<file path="src/rtl/hsr_pkg.sv">
package hsr_pkg;
    typedef enum logic [0:0] {
        S_OPEN   = 1'b0,
        S_CLOSED = 1'b1
    } gate_state_t;
endpackage

</file>
<file path="src/rtl/hsr_edge.sv">
module hsr_edge (
    input  logic clk,
    input  logic rst_n,
    input  logic sig,
    output logic rise
);
    logic sig_q;

    always_ff @(posedge clk) begin
        if (!rst_n) sig_q <= 1'b0;
        else        sig_q <= sig;
    end

    assign rise = sig & ~sig_q;
endmodule

</file>
<file path="src/rtl/hsr_window_fsm.sv">
module hsr_window_fsm
    import hsr_pkg::*;
#(
    parameter int GATE_TICKS   = 4000,
    parameter int PERIOD_TICKS = 4096
) (
    input  logic clk,
    input  logic rst_n,
    input  logic tick,
    output logic gate_open,
    output logic publish,
    output logic restart
);
    localparam int TC_W = (PERIOD_TICKS > 1) ? $clog2(PERIOD_TICKS) : 1;
    localparam logic [TC_W-1:0] LAST_OPEN = TC_W'(GATE_TICKS - 1);
    localparam logic [TC_W-1:0] LAST_TICK = TC_W'(PERIOD_TICKS - 1);

    gate_state_t     state_q, state_d;
    logic [TC_W-1:0] tc_q;

    // state register and tick position
    always_ff @(posedge clk) begin
        if (!rst_n) begin
            state_q <= S_OPEN;
            tc_q    <= '0;
        end else begin
            state_q <= state_d;
            if (tick) tc_q <= restart ? '0 : tc_q + TC_W'(1);
        end
    end

    // transitions: gate close (S_OPEN -> S_CLOSED), period end (S_CLOSED -> S_OPEN)
    always_comb begin
        state_d = state_q;
        unique case (state_q)
            S_OPEN:   if (publish) state_d = S_CLOSED;
            S_CLOSED: if (restart) state_d = S_OPEN;
        endcase
    end

    // outputs
    always_comb begin
        gate_open = 1'b0;
        publish   = 1'b0;
        restart   = 1'b0;
        unique case (state_q)
            S_OPEN: begin
                gate_open = 1'b1;
                publish   = tick && (tc_q == LAST_OPEN);
            end
            S_CLOSED: begin
                restart   = tick && (tc_q == LAST_TICK);
            end
        endcase
    end
endmodule

</file>
<file path="src/rtl/hsr_pulse_counter.sv">
module hsr_pulse_counter #(
    parameter int CNT_W = 12
) (
    input  logic             clk,
    input  logic             rst_n,
    input  logic             count_en,
    input  logic             clear,
    output logic [CNT_W-1:0] cnt_q,
    output logic [CNT_W-1:0] cnt_nxt,
    output logic             ovf_nxt,
    output logic             ovf_event
);
    localparam logic [CNT_W-1:0] CNT_MAX = '1;

    logic ovf_q;

    assign ovf_event = count_en && (cnt_q == CNT_MAX);
    assign cnt_nxt   = (count_en && (cnt_q != CNT_MAX)) ? cnt_q + CNT_W'(1) : cnt_q;
    assign ovf_nxt   = ovf_q | ovf_event;

    always_ff @(posedge clk) begin
        if (!rst_n || clear) begin
            cnt_q <= '0;
            ovf_q <= 1'b0;
        end else begin
            cnt_q <= cnt_nxt;
            ovf_q <= ovf_nxt;
        end
    end
endmodule

</file>
<file path="src/rtl/hsr_read_regs.sv">
module hsr_read_regs #(
    parameter int CNT_W  = 12,
    parameter int LO_W   = 5,
    parameter int DATA_W = 8
) (
    input  logic              clk,
    input  logic              rst_n,
    input  logic              publish,
    input  logic [CNT_W-1:0]  pub_cnt,
    input  logic              pub_ovf,
    input  logic              ovf_event,
    input  logic              rd_hi,
    output logic [CNT_W-LO_W:0] hi_data,
    output logic [DATA_W-1:0] lo_data,
    output logic              no_pulse
);
    localparam int HI_W = CNT_W - LO_W;

    logic            hi_ovf_q;
    logic [HI_W-1:0] hi_cnt_q;
    logic [LO_W-1:0] lo_buf_q;
    logic [LO_W-1:0] lo_q;
    logic            zero_q;

    always_ff @(posedge clk) begin
        if (!rst_n) begin
            hi_ovf_q <= 1'b0;
            hi_cnt_q <= '0;
            lo_buf_q <= '0;
            lo_q     <= '0;
            zero_q   <= 1'b1;
        end else begin
            if (publish) begin
                hi_ovf_q <= pub_ovf;
                hi_cnt_q <= pub_cnt[CNT_W-1:LO_W];
                lo_buf_q <= pub_cnt[LO_W-1:0];
                zero_q   <= (pub_cnt == '0);
            end else if (ovf_event) begin
                hi_ovf_q <= 1'b1;
            end
            if (rd_hi) lo_q <= lo_buf_q;
        end
    end

    assign hi_data  = {hi_ovf_q, hi_cnt_q};
    assign lo_data  = {{(DATA_W-LO_W){1'b0}}, lo_q};
    assign no_pulse = zero_q & ~hi_ovf_q;
endmodule

</file>
<file path="src/rtl/hsync_rate_counter.sv">
module hsync_rate_counter #(
    parameter int CNT_W        = 12,
    parameter int LO_W         = 5,
    parameter int DATA_W       = 8,
    parameter int GATE_TICKS   = 4000,
    parameter int PERIOD_TICKS = 4096
) (
    input  logic                 clk,
    input  logic                 rst_n,
    input  logic                 hsync,
    input  logic                 gate_tick,
    input  logic                 rd_hi,
    output logic [CNT_W-LO_W:0]  hi_data,
    output logic [DATA_W-1:0]    lo_data,
    output logic                 no_pulse
);
    localparam int HI_W = CNT_W - LO_W;

    logic             hs_rise;
    logic             gate_open;
    logic             publish;
    logic             restart;
    logic [CNT_W-1:0] cnt_q;
    logic [CNT_W-1:0] cnt_nxt;
    logic             ovf_nxt;
    logic             ovf_event;

    hsr_edge u_edge (
        .clk   (clk),
        .rst_n (rst_n),
        .sig   (hsync),
        .rise  (hs_rise)
    );

    hsr_window_fsm #(
        .GATE_TICKS   (GATE_TICKS),
        .PERIOD_TICKS (PERIOD_TICKS)
    ) u_fsm (
        .clk       (clk),
        .rst_n     (rst_n),
        .tick      (gate_tick),
        .gate_open (gate_open),
        .publish   (publish),
        .restart   (restart)
    );

    hsr_pulse_counter #(
        .CNT_W (CNT_W)
    ) u_cnt (
        .clk       (clk),
        .rst_n     (rst_n),
        .count_en  (gate_open & hs_rise),
        .clear     (restart),
        .cnt_q     (cnt_q),
        .cnt_nxt   (cnt_nxt),
        .ovf_nxt   (ovf_nxt),
        .ovf_event (ovf_event)
    );

    hsr_read_regs #(
        .CNT_W  (CNT_W),
        .LO_W   (LO_W),
        .DATA_W (DATA_W)
    ) u_regs (
        .clk       (clk),
        .rst_n     (rst_n),
        .publish   (publish),
        .pub_cnt   (cnt_nxt),
        .pub_ovf   (ovf_nxt),
        .ovf_event (ovf_event),
        .rd_hi     (rd_hi),
        .hi_data   (hi_data),
        .lo_data   (lo_data),
        .no_pulse  (no_pulse)
    );
endmodule

</file>
<file path="config.mk">
export PLATFORM = sky130hd
export DESIGN_NAME = hsync_rate_counter
export DESIGN_NICKNAME = d
export VERILOG_FILES = /design/src/rtl/hsr_pkg.sv /design/src/rtl/hsr_edge.sv /design/src/rtl/hsr_window_fsm.sv /design/src/rtl/hsr_pulse_counter.sv /design/src/rtl/hsr_read_regs.sv /design/src/rtl/hsync_rate_counter.sv
export SDC_FILE = /design/constraint.sdc
export NUM_CORES = 1
export LEC_CHECK = 0
export ABC_AREA = 1
export CORE_UTILIZATION = 25
export DETAILED_ROUTE_END_ITERATION = 6
export DONT_BUFFER_PORTS = 1
export GPL_ROUTABILITY_DRIVEN = 0
export GPL_TIMING_DRIVEN = 0
export PLACE_DENSITY = 0.41
export RECOVER_POWER = 50
export SYNTH_ARGS = -nofsm -noshare
export SYNTH_HDL_FRONTEND = slang
export SYNTH_SLANG_ARGS = --single-unit
</file>
<file path="constraint.sdc">
create_clock -name clk -period 2 [get_ports clk]
set_input_delay 0.4 -clock clk [delete_from_list [all_inputs] [get_ports clk]]
set_output_delay 0.4 -clock clk [all_outputs]
set_load 0.05 [all_outputs]
</file>
[Word level (Yosys, flattened, before mapping)]
Index checks and enable logic that the tools add are counted.
Operators by class
  $add $sub $neg: 2
  $mul: 0
  divide/modulo/power cells: 0
  magnitude comparators: 0
  equality and inequality tests: 4
  shift-type cells: 0
  muxes and demuxes: 10
  bitwise logic cells: 7
  reduce and logical (&&, ||, !) cells: 8
Operator list (number)
  $eq A12 B12 Y1 const B: 3
  $add A12 B1 Y12 const B: 2
  $mux W12: 2
  $logic_not A12 Y1: 1
  $ne A12 B12 Y1 const B: 1
  $mux W1: 7
  $logic_and A1 B1 Y1: 4
  $and A1 B1 Y1: 3
  $not A1 Y1: 3
  $pmux W1 S2: 1
  $reduce_bool A2 Y1: 1
  $logic_not A1 Y1: 1
  $logic_or A1 B1 Y1: 1
  $or A1 B1 Y1: 1
Storage, ports and cells
  register bits after elaboration: 46
  bits in latches: 0
  RAM bits: 0
  memory bits (read-only): 0
  input port bits: 5
  output and inout port bits: 17
  word-level logic and storage cells: 41
  memories kept: 0

[Logic depth before layout (Yosys ltp)]
Gate-level depths: netlist (run 1).
  word-level depth: 6
  depth in mapped cells: 13
  mapped depth without buffers: 13

[Hierarchy]
A second synthesis (run 1) with hierarchy kept.
Second synthesis, totals
  cells, all modules: 327
  area total of the unflattened synthesis: 2309.7 um^2
Modules (own cells, without submodules)
  hsr_pulse_counter: instances 1, cells each 128, area an instance 823.3 um^2, sequential area each 260.2 um^2
  hsr_read_regs: instances 1, cells each 99, area an instance 783.3 um^2, sequential area each 380.4 um^2
  hsr_window_fsm: instances 1, cells each 93, area an instance 658.1 um^2, sequential area each 260.2 um^2
  hsr_edge: instances 1, cells each 5, area an instance 37.5 um^2, sequential area each 20.0 um^2
  hsync_rate_counter: instances 1, cells each 2, area an instance 7.5 um^2, sequential area each 0.0 um^2

[Least setup slack after synthesis (run 1)]
No wires, ideal clock.
  path type: register to register
  from: register u_cnt.cnt_q[0]
  to: register u_regs.hi_cnt_q[4]
  library setup time: 117 ps
  arrival: 1417 ps
  required time: 1883 ps
  path slack: 467 ps
  stages on the path, launching flop included: 11
  buffers on the path: 0
  clock period less this slack: 1533 ps
  path through: dfxtp_1 ha_1 inv_1 nor2_2 nand3_4 nand2_4 inv_4 a21oi_2 nand2_1 o211ai_1 inv_1
On the way
  word-level cells in the longest chain between the ends: 3
  elaborated cells on any way between the ends: 4
  those cells by class: add/sub: 1; eq/ne: 1; mux: 1; reduce/logical: 1
RTL lines
  start: declaration: RTL line hsr_pulse_counter.sv:8  | output logic [CNT_W-1:0] cnt_q,
  start signal: assignment: RTL line hsr_pulse_counter.sv:26  | cnt_q <= cnt_nxt;
  branches (longest 2 deep; another with $add A12 B1 Y12)
  $mux W12 *: RTL line hsr_pulse_counter.sv:18  | assign cnt_nxt = (count_en && (cnt_q != CNT_MAX)) ? cnt_q + CNT_W'(1) : cnt_q;
  end signal: assignment: RTL line hsr_read_regs.sv:35  | hi_cnt_q <= pub_cnt[CNT_W-1:LO_W];
  end: declaration: RTL line hsr_read_regs.sv:20  | logic [HI_W-1:0] hi_cnt_q;
Every way passes the cells marked *.
A chain may end at the register's enable or synchronous reset.

[Worst setup path in the final report (run 1)]
  from: register u_fsm.tc_q[0]
  to: register u_cnt.cnt_q[11]
On the way
  word-level cells in the longest chain between the ends: 4
RTL lines
  start: declaration: RTL line hsr_window_fsm.sv:19  | logic [TC_W-1:0] tc_q;
  start signal: assignment: RTL line hsr_window_fsm.sv:28  | if (tick) tc_q <= restart ? '0 : tc_q + TC_W'(1);
  $eq A12 B12 Y1: RTL line hsr_window_fsm.sv:52  | restart = tick && (tc_q == LAST_TICK);
  $logic_and A1 B1 Y1: RTL line hsr_window_fsm.sv:52
  $mux W1: RTL line hsr_window_fsm.sv:46  | unique case (state_q)
  $logic_or A1 B1 Y1: RTL line hsr_pulse_counter.sv:22  | if (!rst_n || clear) begin
No other way between the ends.

==> summary.md, run 1 <==
| Metric | Value |
|---|---|
| All-layer global routing usage | 11.99% |
| Inst Count DP | 421 |
| Xor-xnor portion of the synthesized cell area | 1.172% |
| Mux cell area share after synthesis | 0% |
| Status | finished, final reports clean |
| Vias in the first global route | 1904 |
| Sequential area share after synthesis | 41.07% |
| Num CTS Buffers | 5 |
| Multi-input logic area | 1097 sq um |
| Reg power frac | 58.2% |
| Synth warnings | 0 |
| Count of final setup violators | 0 |
| Die width | 96.70 um |
| Worst skew pair latency | 0.30 ns |
| Slew Limit Headroom | 41.33% |
| Initial antenna violation count | 0 |
| I/O Pins | 22 |
| Clk pwr share | 36.3% |
| Layout area overhead | 9.989% |
| Ratio of cells with drive above 1 in the final layout | 14.64% |
| Finished Layout Cells | 429 |
| Core box area | 8721 sq um |
| Num rows | 34 |
| Req. time, crit path | 2.19 ns |
| Clock Skews | 0.005160 ns |
| Critical path fanouts, max | 10 |
| Average wire per standard cell | 12.21 um |
| Die Area | 9351 sq um |
| Initial DRC count | 56 |
| Post-Syn Area | 2242 sq um |
| Worst Tran Pin Value | 0.8768 ns |
| Total global routing overflow | 0 |
| Critical path type | flip-flop to flip-flop |
| Clk sink count | 46 |
| Reg2Reg Depth | 9 |
| Setup_tns | 0 ns |
| H-tree lvl count | 2 |
| DP HPWL | 4058 um |
| Max layer used | met4 |
| Final Max Slew Viols | 0 |
| Max-cap violation count | 0 |
| Drt via density | 4.457 |
| Critical path capture point type | flip-flop |
| Met3 wire len | 159 um |
| Combinational share of power | 5.6% |
| Yosys reg bits | 46 |
| Global-route wire length before repair | 9025 um |
| Compound-Gate Fraction of Synth Area | 11.83% |
| Nets | 327 |
| Peak VDD IR | 0.3221 mV |
| Area share of and/or/nand/nor cells after synthesis | 34.65% |
| Commonest non-fill, non-tap cell in the layout | nand2_1 |
| Startpoint Class | flip-flop |
| Hold Crit Class | primary input to flip-flop |
| CTS root buf | clkbuf_8 |
| Synth cell types | 37 |
| Number of port buffers | 0 |
| WHS Path Cells | 1 |
| Met2 wire length | 2418 um |
| CTS max path bufs | 2 |
| First-pass detailed-route iteration total | 4 |
| Largest net degree at the start of global routing | 14 |
| DR DRC count | 0 |
| PD cells | 666.7 nW/um^2 |
| Die Y | 96.70 um |
| Synthesized area per cell | 7.209 sq um |
| Max Clk Rate | 562.4 MHz |
| Antenna Nets Post-Route | 0 |
| DR vias | 1912 |
| Adder-Cell Fraction of Synth Area | 1.116% |
| N_diodes | 0 |
| Final Util | 28.28% |
| Net Switching | 411.4 uW |
| Period utilisation layout | 88.90% |
| Final WL | 5238 um |
| Cell-internal power | 1.233 mW |
| Initial Util | 25.71% |
| CTS tree | done |
| RSZ-0062 raised after global routing | false |
| Hold Buf Count CTS | 0 |
| Cells after synthesis | 311 |
| Post-route minimum period | 1.778 ns |
| Clock transition at the registers of the reported paths | 0.09 ns |
| Metal-1 WL | 2577 um |
| Sw Ratio | 25.02% |
| Largest family of logic cells by synthesized area | simple AND/OR/NAND/NOR gates |
| Fillers | 976 |
| Leakage | 1.047 nW |
| WP data arrival | 1.97 ns |
| Final hold violations | 0 |
| Seq. cell area | 922.1 sq um |
| Most frequent cells in the layout | nand2_1, nor2_1, dfxtp_1 |
## cells by family (layout without fill, tap and decap cells)
family                     after synthesis  in the layout
and+or+nand+nor                        162            162
buffers and inverters                   51             59
AOI/OAI and AO/OA                       46             46
DFF                                     46             46
xor gates and xnor gates                 3              3
adders and majority gates                2              2
other                                    1              3
## Yosys cell counts (all sizes together)
cell type / instances / area share, %
o21ai: 15 / 3.3
a21oi: 21 / 5.2
nand3: 22 / 5.7
o22ai: 1 / 0.28
inv: 41 / 7.0
nand4: 5 / 1.4
nor3b: 1 / 0.33
o31ai: 2 / 0.67
conb: 1 / 0.17
dfxtp: 46 / 41
nand3b: 2 / 0.67
ha: 2 / 1.1
xor2: 2 / 0.78
nand2: 69 / 13
xnor2: 1 / 0.39
buf: 7 / 2.5
nor2: 53 / 11
or2: 1 / 0.28
nor3: 9 / 2.9
clkbuf: 2 / 0.33
a31oi: 1 / 0.28
o211ai: 5 / 1.7
clkinv: 1 / 0.17
a221oi: 1 / 0.39
## power by group through the flow
| stage | logic, mW | registers (mW) | clock network, mW |
|---|---|---|---|
| after floorplan | 0.0726 | 0.975 | 0 |
| after global placement | 0.0928 | 0.978 | 0 |
| after detailed placement | 0.0930 | 0.978 | 0 |
| after CTS | 0.0934 | 0.956 | 0.622 |
| after global routing | 0.104 | 0.959 | 0.647 |
| final | 0.0915 | 0.956 | 0.596 |
## per-layer routing
layer,GRT usage (%),up-vias
met5,0,-
met2,19.83,22
met1,15.65,868
met4,4.478,0
li1,-,1015
met3,1.951,7
## worst paths after layout
path	startpoint	end	slack [ns]
max	u_fsm.tc_q[0]	u_cnt.cnt_q[11]	0.22
min	rd_hi	u_regs.lo_q[1]	0.19
max reg2reg	u_fsm.tc_q[0]	u_cnt.cnt_q[11]	0.22
min reg2reg	u_regs.zero_q	u_regs.zero_q	0.49
## critical path: stages (launching register included)
cell and delay (ns):
dfxtp_1 0.39, ha_1 0.18, nand2_1 0.08, nor2_2 0.15, nand3_1 0.19, inv_2 0.11
a21oi_2 0.09, inv_2 0.19, buf_4 0.23, nor2_1 0.05
## repair_timing
item / 4_1_cts / 5_1_grt
setup endpoints to repair: 0 / 2
gates resized for setup: 0 / 1
setup buffers: 0 / 0
## state kept, by name, indices dropped and copies added, names as in the netlist, 5 cells and up
register,cells
u_regs.lo_buf_q,5
u_regs.hi_cnt_q,7
u_cnt.cnt_q,12
u_fsm.tc_q,12
u_regs.lo_q,5
## through the flow
stage | worst slack, ns | instance area (sq um) | hold WS, ns | power, mW
2_1_floorplan | 0.4667 | 2250 | 0.4299 | 1.047
3_3_place_gp | 0.1776 | 2385 | 0.4558 | 1.070
3_5_place_dp | 0.1667 | 2385 | 0.4660 | 1.071
4_1_cts | 0.1534 | 2476 | 0.1752 | 1.671
5_1_grt | 0.001164 | 2466 | 0.1806 | 1.711
6_report | 0.2220 | 2466 | 0.1864 | 1.644
## cell type report
class / count / area share [%]
Tap cell: 108 / 5.479
Clock inverter: 1 / 0.2029
Buffer: 9 / 2.435
Sequential cell: 46 / 37.39
Multi-Input combinational cell: 216 / 44.49
Inverter: 42 / 6.494
Clock buffer: 7 / 3.501
No activity file was read; power rests on OpenSTA's default activity.
==> inputs of run 2 (changes only) <==
GPL_ROUTABILITY_DRIVEN = not set   (was 0)
SYNTH_HIERARCHICAL = 1   (was not set)
==> run 2 against run 1 <==
Compared with the run above:
- the run now ends with DRC left
- wire length is 5.3% lower
- critical path type unchanged
- sequential cell count stayed put
- die area is 3.0% higher
- sequential share of layout area is 1.5 points lower
- largest power group unchanged
==> summary.md, run 2 <==
| Metric | Value |
|---|---|
| Slew Limit Headroom | 41.38% |
| Clock transition at the registers of the reported paths | 0.09 ns |
| Top Registers | u_cnt/cnt_q x12, u_fsm/tc_q x12, u_regs/hi_cnt_q x7 |
| Initial DRC count | 89 |
| Cells after synthesis | 327 |
| Final WL | 4959 um |
| Num CTS Buffers | 5 |
| N_diodes | 0 |
| Hold Crit Class | primary input to flip-flop |
| Top-area cell type share of the netlist area | 39.87% |
| Failing checks | DRC |
| Critical path capture point type | flip-flop |
| Pre-CTS WS | -0.05744 ns |
| Synthesized area per cell | 7.063 sq um |
| Peak VDD IR | 0.2424 mV |
| Initial antenna violation count | 0 |
| Most frequent cells in the layout | nand2_1, nor2_1, dfxtp_1 |
| First-pass detailed-route iteration total | 6 |
| Combinational share of power | 5.2% |
| Post-placement cell area | 2452 sq um |
| Slowest cell on crit path | dfxtp_1 |
| Cts repair resizes | 0 |
| Yosys reg bits | 46 |
| Req. time, crit path | 2.25 ns |
| DR vias | 1895 |
| Startpoint Class | flip-flop |
| Finished Layout Cells | 444 |
| Prevailing post-synth register cell | dfxtp_1 |
| Worst reg2reg startpoint | u_cnt/cnt_q[0] |
| Final Max Slew Viols | 0 |
| Hold Buf Count CTS | 0 |
| CTS tree | done |
| CTS root buf | clkbuf_8 |
| Max Clk Rate | 550.8 MHz |
| Period utilisation layout | 90.77% |
| Number of port buffers | 0 |
| Global placement routability congestion | 0.7416 |
| Status | complete, but fails checks |
| Multi-input logic area | 1167 sq um |
| Synth cell types | 31 |
| Max-cap violation count | 0 |
| Ratio of cells with drive above 1 in the final layout | 15.77% |
| Total global routing overflow | 0 |
| Die Y | 98.12 um |
| Seq. cell area | 920.9 sq um |
| Yosys top cell by area | dfxtp_1 |
| H-tree lvl count | 2 |
| Cell-internal power | 1.334 mW |
| PD cells | 684.5 nW/um^2 |
| Post-route minimum period | 1.815 ns |
| CP Launch Point | u_cnt/cnt_q[0] |
| CTS max path bufs | 2 |
| Largest stage delay on the critical path | 0.39 ns |
| Average wire per standard cell | 11.17 um |
| Synth top area cells | dfxtp_1, nand2_1, nor2_1, inv_1, nor2_2 |
| I/O Pins | 22 |
| Nets | 342 |
| Synth top cells by count | nand2_1, nor2_1, dfxtp_1, inv_1, nand3_1 |
| Clk sink count | 46 |
| Worst skew pair latency | 0.30 ns |
| Hold Crit Start | hsync |
| Core box area | 8848 sq um |
| Most frequent cell after synthesis | nand2_1 |
| WP data arrival | 2.06 ns |
| Clock Skews | 0.005734 ns |
| All-layer global routing usage | 11.13% |
| Commonest non-fill, non-tap cell in the layout | nand2_1 |
| Antenna Nets Post-Route | 0 |
| Die Area | 9628 sq um |
| Net Switching | 420.5 uW |
| EDFF count, synth | 0 |
| Critical path, cell by cell | ha_2, nand2_1, nor2_4, nand3_4, nand2_4, nand2_1, o21ai_1, inv_1, nor2_1, nand2_1, nor2_1, nand2_1, nand2_1 |
| Count of final setup violators | 0 |
| Die width | 98.12 um |
| Worst Tran Pin Value | 0.8761 ns |
| Worst setup margin | 0.1845 ns |
| Global-route wire length before repair | 8459 um |
| Finished layout cell area | 2562 sq um |
| Largest net degree at the start of global routing | 16 |
| Reg2Reg Setup Slack | 0.18 ns |
| Final hold violations | 0 |
| Initial Util | 26.10% |
| Sequential area share after synthesis | 39.87% |
| Setup Fix Bufs, Post-CTS | 0 |
| Ys async rst share | 0% |
| Post-Syn Area | 2310 sq um |
| Inst Count DP | 437 |
| Synth warnings | 6 |
| Critical path fanouts, max | 7 |
| DR DRC count | 2 |
| Layout area overhead | 10.94% |
| Reg power frac | 54.6% |
| Critical path type | flip-flop to flip-flop |
| Leakage | 1.083 nW |
| Clk pwr share | 40.2% |
| Drt via density | 4.268 |
| Num rows | 34 |
| CP most frequent cell | nand2_1 |
| DP HPWL | 3796 um |
| Vias in the first global route | 1764 |
| RSZ-0062 raised after global routing | true |
| Sw Ratio | 23.98% |
| Fillers | 980 |
## run 2: changes by cell type in the layout (fill, tap and decap cells not counted), sizes merged, moves of 3 or more
| cell | before | now |
|---|---|---|
| a21oi | 21 | 9 |
| clkbuf | 10 | 7 |
| nor2 | 53 | 81 |
| nor3 | 9 | 4 |
| o211ai | 5 | 0 |
| o21ai | 15 | 21 |
| xor2 | 2 | 6 |
## run 2: path summary, 6_finish.rpt
path / end / cells past startpoint
setup / recovery: u_regs/zero_q / 13
hold / removal: u_edge/sig_q / 2
setup reg to reg: u_regs/zero_q / 13
hold reg to reg: u_cnt/ovf_q / 2
## run 2: logic make-up (layout without fill, tap and decap cells)
| family | count (synthesis) | count (layout) | share of synthesized area, % |
|---|---|---|---|
| compound gates | 31 | 31 | 7.639 |
| xor+xnor | 8 | 8 | 3.034 |
| fa+ha+maj | 2 | 2 | 1.083 |
| buf+inv | 50 | 57 | 10.24 |
| flops | 46 | 46 | 39.87 |
| mux | 1 | 1 | 0.4334 |
| other cells | 1 | 3 | 0.1624 |
| simple gates | 188 | 188 | 37.54 |
## run 2: worst max-delay path, delay by kind of cell, from the launching register on
| family | cells | cell delay [ns] |
|---|---|---|
| buffers and inverters | 1 | 0.09 |
| AOI/OAI and AO/OA | 1 | 0.12 |
| adders and majority gates | 1 | 0.23 |
| and+or+nand+nor | 10 | 0.94 |
| DFF | 1 | 0.39 |
## run 2: metrics by stage
stage | utilization [%] | setup TNS [ns] | power (mW) | hold WS (ns)
after CTS | 28.92 | 0 | 1.789 | 0.1820
after global routing | 28.96 | -0.04011 | 1.836 | 0.1959
after global placement | 27.71 | -0.6086 | 1.071 | 0.4452
final | 28.96 | 0 | 1.754 | 0.1949
after floorplan | - | 0 | 1.053 | 0.4359
after detailed placement | 27.71 | -0.4184 | 1.071 | 0.4470
## run 2: metal layers
layer  GRT usage, %  routed length, um
met2          16.58               2056
met4          4.545                 82
met1          15.09               2601
met5              0                  0
met3          3.078                219
## run 2: final cells by class
| cell class | count | area share (%) |
|---|---|---|
| clock inverter | 2 | 1.465 |
| inverter | 40 | 5.859 |
| multi-input combinational | 233 | 45.56 |
| sequential | 46 | 35.94 |
| tap | 108 | 5.273 |
| clock buffer | 6 | 2.832 |
| buffer | 9 | 3.076 |
## run 2: power by group through the flow
stage | logic (mW) | registers (mW) | clock network, mW
global placement | 0.0919 | 0.979 | 0
floorplan | 0.0760 | 0.977 | 0
CTS | 0.0914 | 0.958 | 0.740
detailed placement | 0.0919 | 0.979 | 0
finish | 0.0918 | 0.958 | 0.704
global route | 0.104 | 0.960 | 0.772
